[src/rtl/esg_pkg.sv]
package esg_pkg;
  typedef enum logic [1:0] {
    OPM_IDLE  = 2'd0,
    OPM_PROG  = 2'd1,
    OPM_ERASE = 2'd2,
    OPM_SUSP  = 2'd3
  } esg_opmode_e;

  typedef enum logic [1:0] {
    RDC_ARRAY = 2'd0,
    RDC_PROG  = 2'd1,
    RDC_ERASE = 2'd2,
    RDC_SUSP  = 2'd3
  } esg_rdclass_e;

  localparam int unsigned POS_POLL  = 7;
  localparam int unsigned POS_TGL   = 6;
  localparam int unsigned POS_TMO   = 5;
  localparam int unsigned POS_WIN   = 3;
  localparam int unsigned POS_STGL  = 2;
endpackage

[src/rtl/esg_op_track.sv]
module esg_op_track
  import esg_pkg::*;
(
  input  logic        clk,
  input  logic        rst_n,
  input  logic        prog_busy,
  input  logic        erase_busy,
  input  logic        erase_susp,
  output esg_opmode_e mode,
  output logic        op_start
);
  logic prog_q, erase_q, susp_q;

  always_ff @(posedge clk) begin
    if (!rst_n) begin
      prog_q  <= 1'b0;
      erase_q <= 1'b0;
      susp_q  <= 1'b0;
    end else begin
      prog_q  <= prog_busy;
      erase_q <= erase_busy;
      susp_q  <= erase_susp;
    end
  end

  // a resume from suspend is not a fresh erase
  assign op_start = (prog_busy & ~prog_q) | (erase_busy & ~erase_q & ~susp_q);

  always_comb begin
    if (prog_busy)       mode = OPM_PROG;
    else if (erase_busy) mode = OPM_ERASE;
    else if (erase_susp) mode = OPM_SUSP;
    else                 mode = OPM_IDLE;
  end

  // program wins over any erase state
  p_prog_wins_r9: assert property (@(posedge clk) disable iff (!rst_n)
    prog_busy |-> mode == OPM_PROG);
endmodule

[src/rtl/esg_sector_hit.sv]
module esg_sector_hit #(
  parameter int unsigned SECT_PER_BANK = 8,
  localparam int unsigned SECT_W = (SECT_PER_BANK > 1) ? $clog2(SECT_PER_BANK) : 1
) (
  input  logic [SECT_W-1:0]        sector,
  input  logic [SECT_PER_BANK-1:0] sel_mask,
  output logic                     hit
);
  logic [SECT_PER_BANK-1:0] match;

  for (genvar g = 0; g < SECT_PER_BANK; g++) begin : g_sect
    assign match[g] = sel_mask[g] && (sector == SECT_W'(g));
  end

  assign hit = |match;
endmodule

[src/rtl/esg_toggle_pair.sv]
module esg_toggle_pair (
  input  logic clk,
  input  logic rst_n,
  input  logic op_start,
  input  logic adv_main,
  input  logic adv_sect,
  output logic tgl_main,
  output logic tgl_sect
);
  logic main_q, sect_q;

  // a start in the same cycle as a read presents the cleared value
  assign tgl_main = op_start ? 1'b0 : main_q;
  assign tgl_sect = op_start ? 1'b0 : sect_q;

  always_ff @(posedge clk) begin
    if (!rst_n) begin
      main_q <= 1'b0;
      sect_q <= 1'b0;
    end else begin
      main_q <= tgl_main ^ adv_main;
      sect_q <= tgl_sect ^ adv_sect;
    end
  end

  p_clear_main_r8: assert property (@(posedge clk) disable iff (!rst_n)
    (op_start && !adv_main) |=> !main_q);
  p_clear_sect_r8: assert property (@(posedge clk) disable iff (!rst_n)
    (op_start && !adv_sect) |=> !sect_q);
  p_flip_main_r5: assert property (@(posedge clk) disable iff (!rst_n)
    (!op_start && adv_main) |=> main_q != $past(main_q));
  p_keep_main_r5: assert property (@(posedge clk) disable iff (!rst_n)
    (!op_start && !adv_main) |=> $stable(main_q));
  p_flip_sect_r6: assert property (@(posedge clk) disable iff (!rst_n)
    (!op_start && adv_sect) |=> sect_q != $past(sect_q));
  p_keep_sect_r6: assert property (@(posedge clk) disable iff (!rst_n)
    (!op_start && !adv_sect) |=> $stable(sect_q));
endmodule

[src/rtl/esg_rsp_slot.sv]
module esg_rsp_slot #(
  parameter int unsigned W = 8
) (
  input  logic         clk,
  input  logic         rst_n,
  input  logic         in_valid,
  output logic         in_ready,
  input  logic [W-1:0] in_data,
  output logic         out_valid,
  input  logic         out_ready,
  output logic [W-1:0] out_data
);
  assign in_ready = !out_valid || out_ready;

  always_ff @(posedge clk) begin
    if (!rst_n) begin
      out_valid <= 1'b0;
      out_data  <= '0;
    end else if (in_valid && in_ready) begin
      out_valid <= 1'b1;
      out_data  <= in_data;
    end else if (out_ready) begin
      out_valid <= 1'b0;
    end
  end

  p_hold_r1: assert property (@(posedge clk) disable iff (!rst_n)
    (out_valid && !out_ready) |=> (out_valid && $stable(out_data)));
  p_take_r1: assert property (@(posedge clk) disable iff (!rst_n)
    (in_valid && in_ready) |=> (out_valid && out_data == $past(in_data)));
endmodule

[src/rtl/esg_status_gen.sv]
module esg_status_gen
  import esg_pkg::*;
#(
  parameter int unsigned NUM_BANKS     = 2,
  parameter int unsigned SECT_PER_BANK = 8,
  parameter int unsigned DATA_W        = 8,
  localparam int unsigned BANK_W = (NUM_BANKS > 1) ? $clog2(NUM_BANKS) : 1,
  localparam int unsigned SECT_W = (SECT_PER_BANK > 1) ? $clog2(SECT_PER_BANK) : 1
) (
  input  logic                     clk,
  input  logic                     rst_n,
  input  logic                     req_valid,
  output logic                     req_ready,
  input  logic [BANK_W-1:0]        req_bank,
  input  logic [SECT_W-1:0]        req_sector,
  input  logic [DATA_W-1:0]        req_array,
  input  logic                     op_prog_busy,
  input  logic                     op_erase_busy,
  input  logic                     op_erase_susp,
  input  logic                     op_timeout,
  input  logic [BANK_W-1:0]        busy_bank,
  input  logic [SECT_PER_BANK-1:0] erase_sel,
  input  logic                     erase_win_closed,
  input  logic                     last_wr_msb,
  output logic                     rsp_valid,
  input  logic                     rsp_ready,
  output logic [DATA_W-1:0]        rsp_data
);
  esg_opmode_e  mode;
  esg_rdclass_e rclass;
  logic op_start, sect_hit, bank_hit, accept;
  logic adv_main, adv_sect, tgl_main, tgl_sect;
  logic [DATA_W-1:0] word;

  esg_op_track u_track (
    .clk        (clk),
    .rst_n      (rst_n),
    .prog_busy  (op_prog_busy),
    .erase_busy (op_erase_busy),
    .erase_susp (op_erase_susp),
    .mode       (mode),
    .op_start   (op_start)
  );

  esg_sector_hit #(.SECT_PER_BANK(SECT_PER_BANK)) u_hit (
    .sector   (req_sector),
    .sel_mask (erase_sel),
    .hit      (sect_hit)
  );

  assign bank_hit = (req_bank == busy_bank);

  always_comb begin
    rclass = RDC_ARRAY;
    if (bank_hit) begin
      unique case (mode)
        OPM_PROG:  rclass = RDC_PROG;
        OPM_ERASE: rclass = RDC_ERASE;
        OPM_SUSP:  rclass = sect_hit ? RDC_SUSP : RDC_ARRAY;
        default:   rclass = RDC_ARRAY;
      endcase
    end
  end

  assign accept   = req_valid && req_ready;
  assign adv_main = accept && (rclass == RDC_PROG || rclass == RDC_ERASE);
  assign adv_sect = accept && ((rclass == RDC_ERASE && sect_hit) || rclass == RDC_SUSP);

  esg_toggle_pair u_tgl (
    .clk      (clk),
    .rst_n    (rst_n),
    .op_start (op_start),
    .adv_main (adv_main),
    .adv_sect (adv_sect),
    .tgl_main (tgl_main),
    .tgl_sect (tgl_sect)
  );

  always_comb begin
    word = '0;
    unique case (rclass)
      RDC_PROG: begin
        word[POS_POLL] = ~last_wr_msb;
        word[POS_TGL]  = tgl_main;
        word[POS_TMO]  = op_timeout;
      end
      RDC_ERASE: begin
        word[POS_POLL] = 1'b0;
        word[POS_TGL]  = tgl_main;
        word[POS_TMO]  = op_timeout;
        word[POS_WIN]  = erase_win_closed;
        word[POS_STGL] = tgl_sect;
      end
      RDC_SUSP: begin
        word[POS_POLL] = 1'b1;
        word[POS_TGL]  = tgl_main;
        word[POS_STGL] = tgl_sect;
      end
      default: word = req_array;
    endcase
  end

  esg_rsp_slot #(.W(DATA_W)) u_slot (
    .clk       (clk),
    .rst_n     (rst_n),
    .in_valid  (req_valid),
    .in_ready  (req_ready),
    .in_data   (word),
    .out_valid (rsp_valid),
    .out_ready (rsp_ready),
    .out_data  (rsp_data)
  );

  p_idle_bank_r2: assert property (@(posedge clk) disable iff (!rst_n)
    (accept && !bank_hit) |=> rsp_data == $past(req_array));
  p_no_op_r2: assert property (@(posedge clk) disable iff (!rst_n)
    (accept && !op_prog_busy && !op_erase_busy && !op_erase_susp) |=> rsp_data == $past(req_array));
  p_prog_poll_r3: assert property (@(posedge clk) disable iff (!rst_n)
    (accept && bank_hit && op_prog_busy) |=> rsp_data[POS_POLL] == !$past(last_wr_msb));
  p_erase_poll_r4: assert property (@(posedge clk) disable iff (!rst_n)
    (accept && bank_hit && op_erase_busy && !op_prog_busy) |=>
      (!rsp_data[POS_POLL] && rsp_data[POS_WIN] == $past(erase_win_closed)));
  p_susp_poll_r7: assert property (@(posedge clk) disable iff (!rst_n)
    (accept && bank_hit && sect_hit && op_erase_susp && !op_erase_busy && !op_prog_busy) |=>
      rsp_data[POS_POLL]);
endmodule

[config.mk]
export PLATFORM = sky130hd
export DESIGN_NAME = esg_status_gen
export DESIGN_NICKNAME = d
export VERILOG_FILES = /design/src/rtl/esg_pkg.sv /design/src/rtl/esg_op_track.sv /design/src/rtl/esg_sector_hit.sv /design/src/rtl/esg_toggle_pair.sv /design/src/rtl/esg_rsp_slot.sv /design/src/rtl/esg_status_gen.sv
export SDC_FILE = /design/constraint.sdc
export NUM_CORES = 1
export LEC_CHECK = 0
export ABC_AREA = 1
export BUFFER_PORTS_ARGS = -buffer_cell sky130_fd_sc_hd__buf_2
export CAP_MARGIN = 25
export CORE_MARGIN = 2
export CORE_UTILIZATION = 45
export CTS_CLUSTER_DIAMETER = 150
export CTS_CLUSTER_SIZE = 24
export DETAILED_ROUTE_END_ITERATION = 7
export GPL_ROUTABILITY_DRIVEN = 0
export PLACE_DENSITY_LB_ADDON = 0.25
export SETUP_SLACK_MARGIN = 0.15
export SLEW_MARGIN = 5
export SYNTH_ARGS = -nofsm -noshare
export SYNTH_HDL_FRONTEND = slang
export SYNTH_SLANG_ARGS = --single-unit
[constraint.sdc]
create_clock -name clk -period 2.5 [get_ports clk]
set_input_delay 0.125 -clock clk [delete_from_list [all_inputs] [get_ports clk]]
set_output_delay 0.125 -clock clk [all_outputs]
set_load 0.03 [all_outputs]
==> results of run 1 <==
kinds of logic (layout without fill, tap and decap cells):
kind of cell    Yosys count  count (layout)
compound gates           27              27
xor+xnor                  1               1
fa+ha+maj                 5               5
buf+inv                  30              72
flops                    14              14
simple gates             47              47
layer usage:
metal,GRT usage (%),routed length [um]
met1,23.7,798
met2,28.5,849
met3,3.46,95
met4,8.33,32
met5,0,0
stage by stage:
| step | cell area (um2) | hold WS [ns] |
|---|---|---|
| after floorplan | 827 | 0.218 |
| after global placement | 1050 | 0.320 |
| after detailed placement | 1050 | 0.322 |
| after CTS | 1080 | 0.0196 |
| after global routing | 1080 | 0.0582 |
| final | 1080 | 0.0271 |
placed cells by master (no fill, tap or decap):
master                      n
sky130_fd_sc_hd__nor2_1     7
sky130_fd_sc_hd__inv_2      2
sky130_fd_sc_hd__inv_1     26
sky130_fd_sc_hd__nand3_1    9
sky130_fd_sc_hd__nand2_1   23
sky130_fd_sc_hd__a21oi_2    1
sky130_fd_sc_hd__a21oi_1   17
sky130_fd_sc_hd__o21ai_0    9
sky130_fd_sc_hd__clkbuf_4   3
sky130_fd_sc_hd__nand3_2    3
sky130_fd_sc_hd__nand2_2    3
sky130_fd_sc_hd__ha_1       5
sky130_fd_sc_hd__xor2_1     1
sky130_fd_sc_hd__nand3b_1   2
sky130_fd_sc_hd__buf_2     40
sky130_fd_sc_hd__dfxtp_1   14
sky130_fd_sc_hd__clkbuf_8   1
report_power, final:
group	switching [uW]	leakage (uW)	internal (uW)	total [uW]
logic	91.0	0.000478	54.7	146
registers	5.56	0.000116	238	243
clock network	75.6	0.0000210	88.7	164
total	172	0.000615	381	553
worst paths after layout:
kind         slack (ns)  depth (start not counted)                  to
max                1.13                         13        u_tgl.sect_q
min                0.03                          3      u_track.prog_q
max reg2reg        1.14                          6        u_tgl.main_q
min reg2reg        0.46                          2  u_slot.out_data[1]
sequential cells by signal, indices dropped and copies added (netlist names):
signal / cells
u_slot.out_valid: 1
u_tgl.main_q: 1
u_tgl.sect_q: 1
u_track.erase_q: 1
u_slot.out_data: 8
u_track.susp_q: 1
u_track.prog_q: 1
worst max-delay path, delay by kind of cell:
family,cells,cell delay [ns]
buffers and inverters,3,0.24
AOI/OAI and AO/OA,2,0.36
and+or+nand+nor,7,0.61
adders and majority gates,1,0.21
layout make-up:
type                            instances  share of cell area (%)
Multi-Input combinational cell         80                    39.8
Timing Repair Buffer                   40                    18.5
Clock buffer                            4                    3.34
Inverter                               28                    9.69
Sequential cell                        14                    25.8
Tap cell                               25                    2.88
==> results.txt, run 1 <==
Adding up every negative setup slack in the final design gives 0 ns. Across the VDD grid, the largest voltage drop is 0.308 mV. The global-route usage over all layers is 18.0%.

The worst-case setup margin in the final layout came out at 1.13 ns. The area share of xor/xnor cells in the synthesized design came out at 1.06%. Before antenna repair, the detailed router went through 4 iterations. The startpoint identified for the worst register-to-register timing path is u_slot.out_valid.

The post-route clock period utilization is 54.9%. Across the run, the number of max-cap violations was 0. Cells with a size suffix above 1 make up 31.9% of the layout. The flow ran to the end, and the final reports show no timing, DRC or antenna violations. The number of buffer cells added on primary ports is 40. Of the total synthesized cell area, the portion taken by AND, OR, NAND and NOR gates is 26.8%. sky130_fd_sc_hd__inv_1 is the most common cell in the netlist. The post-synthesis to final-layout area growth is 31.2%. The number of fill cells in the layout came out at 190. The upper clock frequency limit came out at 729 MHz.

For this run the aggregate overflow at the end of global routing stands at 0. Once the clock tree was built, the resizer swapped 0 gates to a different size. The slowest stage of the critical path belongs to the cell sky130_fd_sc_hd__ha_1.

The TritonCTS sink count is 14. The clock-pin slew reported for the worst setup and hold paths after clock tree synthesis is 0.09 ns. The floorplan step defined a die boundary enclosing 2200 um2. The die extent in y is 46.9 um. The final period demand of the worst path is 1.37 ns. The routed length per placed instance is 9.29 um. The peak fanout along the critical path came out at 5. The total detailed-routing wirelength came out at 1780 um.

The critical path goes through buf_2, inv_2, nand2_1, nand3_1, nand3_2, nand3_1, a21oi_2, inv_2, ha_1, nor2_1, nor2_1, a21oi_1, nor2_1. The signal arrival time at the worst endpoint came out at 1.56 ns. The final count of hold timing violations is 0.

The number of buffers on the longest clock path came out at 2. The critical path is of the in2reg type. The row count is 15. The netlist area before placement is 827 um2. STA classifies the critical path endpoint as a flip-flop. The initial antenna violation count was 0. Ranked by total cell area, the synthesized netlist is headed by sky130_fd_sc_hd__dfxtp_1 (34%), sky130_fd_sc_hd__inv_1 (12%), sky130_fd_sc_hd__nand2_1 (10%). The static power due to leakage is 0.000615 uW. The residual antenna-violating net count after detailed routing came out at 0.

The net count of the mapped netlist came out at 160. After synthesis, the largest family of logic cells by area is simple AND/OR/NAND/NOR gates. The stage delay of the slowest cell on the critical path is 0.21 ns.

Setup repair after global routing left no endpoint under its margin. The transition time of the tightest slew-check pin is 0.378 ns. The starting density of the core came out at 47.9%. The number of cells in the design after placement came out at 187.

At the worst endpoint, the required time is 2.69 ns. The start point of the critical path is req_sector[2]. Clock tree synthesis inserted a total of 3 buffers. The top-level I/O count came out at 41. The buffer cell driving the clock tree root is sky130_fd_sc_hd__clkbuf_4. The total of hold buffers inserted after clock tree synthesis is 0. The post-layout utilization of the core is 62.8%.

The library cell occupying the most area in the post-synthesis netlist is sky130_fd_sc_hd__dfxtp_1. The final setup violation count is 0. In the synthesized netlist the dominant register cell turns out to be sky130_fd_sc_hd__dfxtp_1.

The latest clock arrival within the worst-skew pair is 0.28 ns. The portion of synthesized area spent on multiplexers is 0%. After floorplanning, the core was sized to cover 1730 um2. The first-pass GRT wire length came out at 2830 um. Clock skew on the completed layout was measured at 0.00232 ns. The worst hold path begins at op_prog_busy. In the synthesized netlist, the cells that appear most often are sky130_fd_sc_hd__inv_1 (26), sky130_fd_sc_hd__nand2_1 (23), sky130_fd_sc_hd__a21oi_1 (17).

Summing the areas of all compound-gate instances in the mapped netlist gives 16.8% of the synthesized area. Power comes to 553 uW. The largest net degree at the start of global routing is 12. The fraction of synthesized cell area taken by the top area cell type came out at 33.9%. The worst setup path is launched from an input port. The DRC violation total after the first TritonRoute iteration is 9.

The via count of the first global-routing pass is 716. At the end of the flow, the number of nets in the layout was 203. The number of antenna diodes came out at 0. TritonCTS built the clock tree. The die extent in x is 46.9 um. The sequential-to-total area share from yosys stat is 33.9%. After detailed routing, the number of vias per cell comes to 4.55.

The fraction of synthesis flops using an asynchronous set or reset pin came out at 0%. The number of enable flip-flop cells after synthesis came out at 0. The total number of H-tree levels came out at 1.

The synthesized netlist cell count came out at 124. The count of vias placed by the detailed router came out at 869. The post-synthesis register bit count is 14. The final instance count without filler cells is 191. The count of pins over their slew limit is 0. The worst hold path belongs to the class in2reg. The Yosys step of the flow raised 0 warnings. The number of distinct library cell variants in the gate-level netlist after synthesis came out at 15. By instance count, the cell type seen most on the critical path is sky130_fd_sc_hd__nor2_1. The total power per unit cell area came out at 510 nW/um2. The total setup buffers inserted after CTS is 0. The number of DRC violations after detailed routing came out at 0. The share of synthesized cell area in full adder, half adder and majority cells came out at 7.56%. The average instance area after synthesis is 6.67 um2. In the final layout, the multi-input gates occupy 432 um2. The pre-CTS setup slack came out at 0.796 ns. The estimated wirelength of the detail-placed design came out at 1460 um. Registers take 280 um2.

The worst relative slew slack is 74.7%.
No activity file was read; power rests on OpenSTA's default activity.
==> run 2: changes to the inputs <==
--- a/config.mk
+++ b/config.mk
@@ -9,7 +9,7 @@
 export BUFFER_PORTS_ARGS = -buffer_cell sky130_fd_sc_hd__buf_2
 export CAP_MARGIN = 25
 export CORE_MARGIN = 2
-export CORE_UTILIZATION = 45
+export CORE_UTILIZATION = 40
 export CTS_CLUSTER_DIAMETER = 150
 export CTS_CLUSTER_SIZE = 24
 export DETAILED_ROUTE_END_ITERATION = 7
==> constraint.sdc (replaced) <==
create_clock -name clk -period 1.2 [get_ports clk]
set_input_delay 0.06 -clock clk [delete_from_list [all_inputs] [get_ports clk]]
set_output_delay 0.06 -clock clk [all_outputs]
set_load 0.03 [all_outputs]
==> run 2 against run 1 <==
Compared with the run above: the flow now finishes with violations (setup timing); first-iteration DRC count increased by 11%; clock skew increased by 0.0078 ns; non-clock buffer count increased by 11; routed wire length increased by 25%; critical endpoint is now u_slot.out_data[2]; largest cell class unchanged; largest power group unchanged.
==> results.txt, run 2 (synthesized netlist as in run 1, its figures left out) <==
The top-level I/O count is 41. Counting tap cells, the placed design contains a total of 197 instances. The final setup violation count is 1. The initial antenna violation count came out at 0. The final count of hold timing violations came out at 0.

The first global-routing pass estimated 3870 um of wire. The final reports fail on setup timing. The detail route stage leaves a number of antenna-violating nets equal to 0. The post-synthesis to final-layout area growth is 65.5%. The total number of H-tree levels came out at 1. The detailed router finished its first iteration with 10 violations. The largest net degree at the start of global routing came out at 12.

The worst setup path is captured at a flip-flop. Summed over all cells, the static leakage comes to 0.000710 uW. The number of vias per cell after detailed routing is 4.76.

After global routing the overflow that remains totals 0. The terminus of the critical flop-to-flop path is u_tgl.sect_q. Summing all non-filler instances in the final layout gives an area of 1370 um2. In this run the worst setup path terminates at u_slot.out_data[2]. After detailed routing, the average wire length per cell comes to 10.9 um. For the final database, setup skew stands at 0.0101 ns. The stage delay of the slowest cell on the critical path came out at 0.20 ns. The critical path's most frequent cell is sky130_fd_sc_hd__nand3_2.

The slowest stage of the critical path belongs to the cell sky130_fd_sc_hd__a21oi_4. The number of buffers on the longest clock path came out at 2. The die extent in y came out at 49.5 um.

The class of the worst hold path is in2reg. The CTS buffer count is 3. Hold timing on the final database bottoms out at a slack of 0.0314 ns. The top cell types in the final layout, fill and taps aside, are sky130_fd_sc_hd__buf_2 (38), sky130_fd_sc_hd__inv_1 (19), sky130_fd_sc_hd__a21oi_1 (15). The estimated wirelength of the detail-placed design came out at 1740 um.

Along the worst path, the maximum fanout reaches 5. The post-route total power is 1290 uW. Counting I/O delays and the setup requirement, the final critical path takes 1.20 ns. The upper clock frequency limit is 831 MHz. The post-place instance area came out at 1220 um2.

The flip-flop count of the largest register, all copies and words added came out at 8. Tracing the worst setup path back leads to its startpoint at req_sector[2]. Traced cell by cell, the critical path runs through buf_12, inv_16, nand2_2, nand3_2, nand3_2, nand3_2, a21oi_4, buf_6, ha_4, nor2_4, buf_4, nor2_2, nand2_1, a21oi_1. u_slot.out_data holds more flip-flops than any other register. Setup repair after global routing could not meet its margin everywhere.

The number of antenna diodes is 0. STA classifies the critical path startpoint as an input port. In this run the horizontal extent of the chip is 49.5 um. The latest clock arrival within the worst-skew pair is 0.28 ns. The setup slack of the most critical reg-to-reg path came out at 0.08 ns. The category of the most critical setup path is in2reg. For the worst setup path, the data arrival time is 1.41 ns. Measured against its own limit, the worst slew margin works out to 79.0%. The required time at the endpoint of the critical path is 1.41 ns.

Clock tree synthesis selected as its root buffer the cell sky130_fd_sc_hd__clkbuf_4. The library cell used most frequently in the layout, excluding fill and tap cells, is sky130_fd_sc_hd__buf_2. The final critical path takes up 100% of the cycle. The clock-pin slew reported for the worst setup and hold paths after clock tree synthesis came out at 0.09 ns. The count of vias placed by the detailed router came out at 972. The count of pins over their slew limit came out at 0. Before antenna repair, the detailed router went through 4 iterations.

The worst register-to-register path begins at u_slot.out_valid. The run finished, with violations left. The core region area came out at 1960 um2. The transition time of the tightest slew-check pin is 0.314 ns.

The TritonCTS sink count came out at 14. The via count of the first global-routing pass is 985. The tool flagged a number of max-cap violations equal to 0. The worst IR drop on VDD came out at 0.586 mV. The total detailed-routing wirelength is 2220 um. The worst-case setup margin in the final layout is -0.00359 ns.

The die area is 2450 um2. The global-route usage over all layers came out at 20.0%. Summed over all failing endpoints, the final setup total negative slack is -0.00359 ns.

Buffers placed on the I/O ports in this run total 40. For the worst flop-to-flop path, the logic depth is 7. The hold-critical path depth came out at 3. For this run, the post-layout net count is 214.

For this run, the number of standard cells in the final layout without fillers is 204. The floorplan has 16 rows. The starting density of the core came out at 42.2%. The post-route netlist has 53.7% of its cells at a drive strength greater than 1. Dividing total power by cell area gives a power density of 940 nW/um2.

The clock tree from TritonCTS is built. The number of DRC violations after detailed routing came out at 0.
-- run 2: cell count changes in the layout (fill, tap and decap cells not counted), moves of 3 or more --
cell	change
sky130_fd_sc_hd__nand2_2	+4
sky130_fd_sc_hd__nand3_2	+5
sky130_fd_sc_hd__inv_1	-7
sky130_fd_sc_hd__buf_4	+10
sky130_fd_sc_hd__nand3_1	-5
sky130_fd_sc_hd__nand2_4	+5
sky130_fd_sc_hd__inv_2	+4
sky130_fd_sc_hd__ha_4	+4
sky130_fd_sc_hd__nand2_1	-9
sky130_fd_sc_hd__nor2_1	-3
sky130_fd_sc_hd__ha_1	-5
-- run 2: worst min-delay path by stage --
stage                                start                  to  slack (ns)
after floorplan              op_erase_busy     u_track.erase_q        0.15
after global placement        op_prog_busy      u_track.prog_q        0.26
after detailed placement      op_prog_busy      u_track.prog_q        0.28
after CTS                       op_timeout  u_slot.out_data[5]        0.04
after global routing      erase_win_closed  u_slot.out_data[3]        0.04
final                     erase_win_closed  u_slot.out_data[3]        0.03
-- run 2: worst max-delay path: cells and delay by family --
kind | cells | cell delay [ns]
AO/OA/AOI/OAI | 2 | 0.33
adder cells (fa/ha/maj) | 1 | 0.14
AND/OR/NAND/NOR | 7 | 0.46
buffers and inverters | 4 | 0.41
-- run 2: layer usage --
metal / global-route usage, % / vias to the layer above / wire length, um
met5: 0 / - / 0
met4: 9.72 / 0 / 32
met3: 3.94 / 4 / 114
met2: 37.2 / 32 / 1220
met1: 21.4 / 437 / 857
li1: - / 499 / -
-- run 2: timing repair --
| item | CTS | global route |
|---|---|---|
| endpoints found under the setup margin | 10 | 10 |
| hold endpoints to repair | 1 | 0 |
| resized for setup | 12 | 14 |
| hold buffers | 1 | 0 |
| pin swaps | 9 | 8 |
| buffers inserted | 1 | 1 |
-- run 2: cell type report --
class / count / area [um2]
multi-input cells: 80 / 584
fillers: 181 / 593
inverters: 28 / 126
repair buffers: 51 / 307
well taps: 27 / 33.8
flip-flops and latches: 14 / 282
clock buffers: 4 / 36.3
-- run 2: where the power goes --
part | switching, uW | internal, uW | total (uW) | leakage (uW)
logic | 255 | 188 | 443 | 0.000574
registers | 12.9 | 496 | 509 | 0.000116
clock network | 150 | 184 | 335 | 0.0000210
-- run 2: through the flow --
| step | util, % | setup slack (ns) |
|---|---|---|
| after floorplan | - | -0.0112 |
| final | 69.8 | -0.00359 |
| after detailed placement | 62.0 | -0.427 |
| after global routing | 69.8 | -0.0819 |
| after CTS | 67.2 | 0.0491 |
| after global placement | 62.0 | -0.313 |
==> run 3: changes to the inputs <==
--- a/config.mk
+++ b/config.mk
@@ -5,11 +5,10 @@
 export SDC_FILE = /design/constraint.sdc
 export NUM_CORES = 1
 export LEC_CHECK = 0
-export ABC_AREA = 1
 export BUFFER_PORTS_ARGS = -buffer_cell sky130_fd_sc_hd__buf_2
 export CAP_MARGIN = 25
 export CORE_MARGIN = 2
-export CORE_UTILIZATION = 40
+export CORE_UTILIZATION = 39
 export CTS_CLUSTER_DIAMETER = 150
 export CTS_CLUSTER_SIZE = 24
 export DETAILED_ROUTE_END_ITERATION = 7
==> run 3 against run 2 <==
Compared with the run above: the flow still finishes with violations (setup timing); fmax decreased by 33%; clock power is 2% higher; global-route usage grew 1.1 points; first-iteration DRC count down 10%; non-clock buffer count increased by 6; final cell count is 14% lower; largest power group unchanged; highest routed layer unchanged.
==> results.txt, run 3 <==
The run finished, with violations left. The final reports fail on setup timing. The final period demand of the worst path came out at 1.79 ns. The number of DRC violations after detailed routing came out at 0. The clock drives 14 sinks. The global-route usage over all layers came out at 21.1%. The number of buffers on the longest clock path is 2.

Detailed placement finished with a half-perimeter wire length of 1730 um. The number of fill cells in the layout is 142. For this run, the leading register cell type out of synthesis is sky130_fd_sc_hd__dfxtp_1.

The row count is 16. The transition time of the tightest slew-check pin is 0.300 ns. The die extent in x came out at 49.2 um. The post-route netlist has 64.2% of its cells at a drive strength greater than 1. The fraction of synthesized cell area taken by the top area cell type came out at 35.1%. The die area came out at 2420 um2.

Clock tree synthesis selected as its root buffer the cell sky130_fd_sc_hd__clkbuf_4. The worst-case setup margin in the final layout came out at -0.590 ns. The final worst clock skew came out at 0.00947 ns. Setup repair after global routing could not meet its margin everywhere. The post-synthesis register bit count came out at 14. Sorting the synthesized cells by how often they occur yields sky130_fd_sc_hd__dfxtp_1 (14), sky130_fd_sc_hd__a21oi_1 (9), sky130_fd_sc_hd__nor2_1 (7). Summing the areas of all compound-gate instances in the mapped netlist gives 19.0% of the synthesized area. The number of vias per cell after detailed routing is 5.18. The final setup violation count is 10.

The total of hold buffers inserted after clock tree synthesis came out at 0. The area growth from synthesis to layout is 75.5%. TritonCTS created 3 clock buffers.

The share of synthesized cell area in full adder, half adder and majority cells came out at 7.84%. The post-layout utilization of the core is 72.2%. Entering global routing, the biggest net connects 11 pins. Leaving out fill and tap cells, the most frequent cells in the layout are sky130_fd_sc_hd__buf_2 (38), sky130_fd_sc_hd__buf_4 (13), sky130_fd_sc_hd__dfxtp_1 (13).

TritonCTS built the clock tree. The number of max-capacitance violations reported is 0. The number of distinct library cell variants in the gate-level netlist after synthesis is 30.

The number of antenna diodes is 0. The worst setup path is captured at a flip-flop. For this run, the register share of the synthesized area comes to 35.1%.

The critical path launch point type is an input port. The total iterations of the first detailed-routing run is 4. The static power due to leakage came out at 0.000609 uW. The post-route clock period utilization came out at 149%.

Yosys instantiated no cell more often than sky130_fd_sc_hd__dfxtp_1. The path class of the tightest hold or removal check is in2reg. The peak fanout along the critical path is 5. The library cell occupying the most area in the post-synthesis netlist is sky130_fd_sc_hd__dfxtp_1. The via count of the first global-routing pass is 897. The netlist area before placement came out at 798 um2. Across the VDD grid, the largest voltage drop is 0.642 mV. Sorting the synthesized cells by area gives the leading types as sky130_fd_sc_hd__dfxtp_1 (35%), sky130_fd_sc_hd__ha_1 (7.8%), sky130_fd_sc_hd__mux4_1 (6.6%). The synthesized netlist cell count is 87. After Yosys synthesis, and, or, nand and nor cells account for 24.1% of the synthesized area. The total number of H-tree levels came out at 1. The die is 49.2 um tall. The fraction of synthesis flops using an asynchronous set or reset pin came out at 0%. The residual antenna-violating net count after detailed routing is 0. Power spread over the standard cell area amounts to 967 nW/um2. The required time at the endpoint of the critical path came out at 1.43 ns. The count of vias placed by the detailed router came out at 907. The clock-pin slew reported for the worst setup and hold paths after clock tree synthesis is 0.09 ns.

The library cell used most frequently in the layout, excluding fill and tap cells, is sky130_fd_sc_hd__buf_2. The core region area is 1940 um2. The latest clock arrival within the worst-skew pair is 0.29 ns. The starting density of the core came out at 41.1%. The dominant combinational cell family by area after synthesis is simple AND/OR/NAND/NOR gates. After synthesis, the share of cell area in mux cells is 9.25%. The number of cells in the design after placement is 168. Yosys mapped a number of flops with a built-in enable equal to 0. u_slot.out_data holds more flip-flops than any other register. During synthesis, Yosys emitted a total of 0 warnings.

The net count of the mapped netlist came out at 123. After the last flow step, the layout net total stands at 185. Derived from the worst setup path, the maximum achievable clock frequency is 559 MHz. The category of the most critical setup path is in2reg. The flip-flop count of the largest register, all copies and words added came out at 8.

The post-route total power came out at 1360 uW. The signal arrival time at the worst endpoint is 2.02 ns. Before CTS, the worst setup slack after placement is -0.964 ns. The average instance area after synthesis is 9.18 um2. The initial antenna violation count is 0. The count of pins over their slew limit is 0. The area share of xor/xnor cells in the synthesized design came out at 3.29%. The top-level I/O count came out at 41. The final global-route overflow total is 0.

Dividing the detail-routed wire length by the instance count gives 13.4 um. The DRC violation total after the first TritonRoute iteration is 9. The total detailed-routing wirelength is 2340 um. The first-pass GRT wire length is 3910 um. The worst relative slew slack is 79.9%. The final count of hold timing violations is 0.

The final instance count without filler cells is 175. The number of buffer cells added on primary ports came out at 40.
[run 3: cell count changes after synthesis, sizes merged, moves of 4 or more]
cell / before / now
inv: 28 / 3
o21ai: 9 / 4
and2: 0 / 5
nand2: 26 / 6
nand3: 12 / 5
nor3: 0 / 4
a21oi: 18 / 9
[run 3: logic make-up (layout without fill, tap and decap cells)]
logic type	after synthesis	in the layout
simple gates	37	37
compound gates	21	21
flops	14	14
fa+ha+maj	5	5
mux	4	4
xor+xnor	3	3
buf+inv	3	64
[run 3: final timing paths]
| path | start | end | slack [ns] | cells past startpoint |
|---|---|---|---|---|
| hold reg to reg | u_slot.out_data[7] | u_slot.out_data[7] | 0.46 | 2 |
| hold / removal | req_array[1] | u_slot.out_data[1] | 0.009 | 3 |
| setup reg to reg | u_track.erase_q | u_tgl.sect_q | -0.34 | 5 |
| setup / recovery | req_sector[0] | u_slot.out_data[2] | -0.59 | 9 |
[run 3: per-stage QoR]
stage                     area (um2)  setup TNS [ns]  hold slack (ns)
after global placement          1160           -8.66            0.281
after floorplan                  820           -6.63            0.182
after global routing            1400           -5.78           0.0140
final                           1400           -5.12          0.00947
after CTS                       1360           -5.26          0.00179
after detailed placement        1160           -9.13            0.289
[run 3: where the power goes]
group          leakage [uW]  internal, uW  total, uW  switching, uW
clock network     0.0000210           185        342            157
logic              0.000472           251        505            254
registers          0.000116           496        508           11.5
total              0.000609           932       1360            423
[run 3: timing repair]
| action | in CTS | in global routing |
|---|---|---|
| buffers inserted | 1 | 2 |
| setup endpoints to repair | 11 | 11 |
| hold endpoints to repair | 0 | 0 |
| pin swaps | 19 | 9 |
| resized for setup | 28 | 8 |
[run 3: worst max-delay path, cell delays in order]
cell and delay (ns):
sky130_fd_sc_hd__buf_8 0.08, sky130_fd_sc_hd__mux4_2 0.48, sky130_fd_sc_hd__mux2_4 0.27, sky130_fd_sc_hd__and2_4 0.16, sky130_fd_sc_hd__a22oi_2 0.23, sky130_fd_sc_hd__ha_4 0.22, sky130_fd_sc_hd__nor2_2 0.04, sky130_fd_sc_hd__or3_1 0.33
sky130_fd_sc_hd__a21oi_1 0.13
[run 3: layer usage]
metal  GRT usage (%)  routed length [um]
met5               0                   0
met3            1.23                 130
met2            37.4                1210
met1            25.7                 957
met4            10.0                  48
[run 3: cell type report]
cell class	count	area, um2	area share (%)
multi-input cells	70	679	48.5
clock buffers	4	36.3	2.59
well taps	27	33.8	2.41
inverters	3	11.3	0.804
repair buffers	57	359	25.6
flip-flops and latches	14	282	20.1
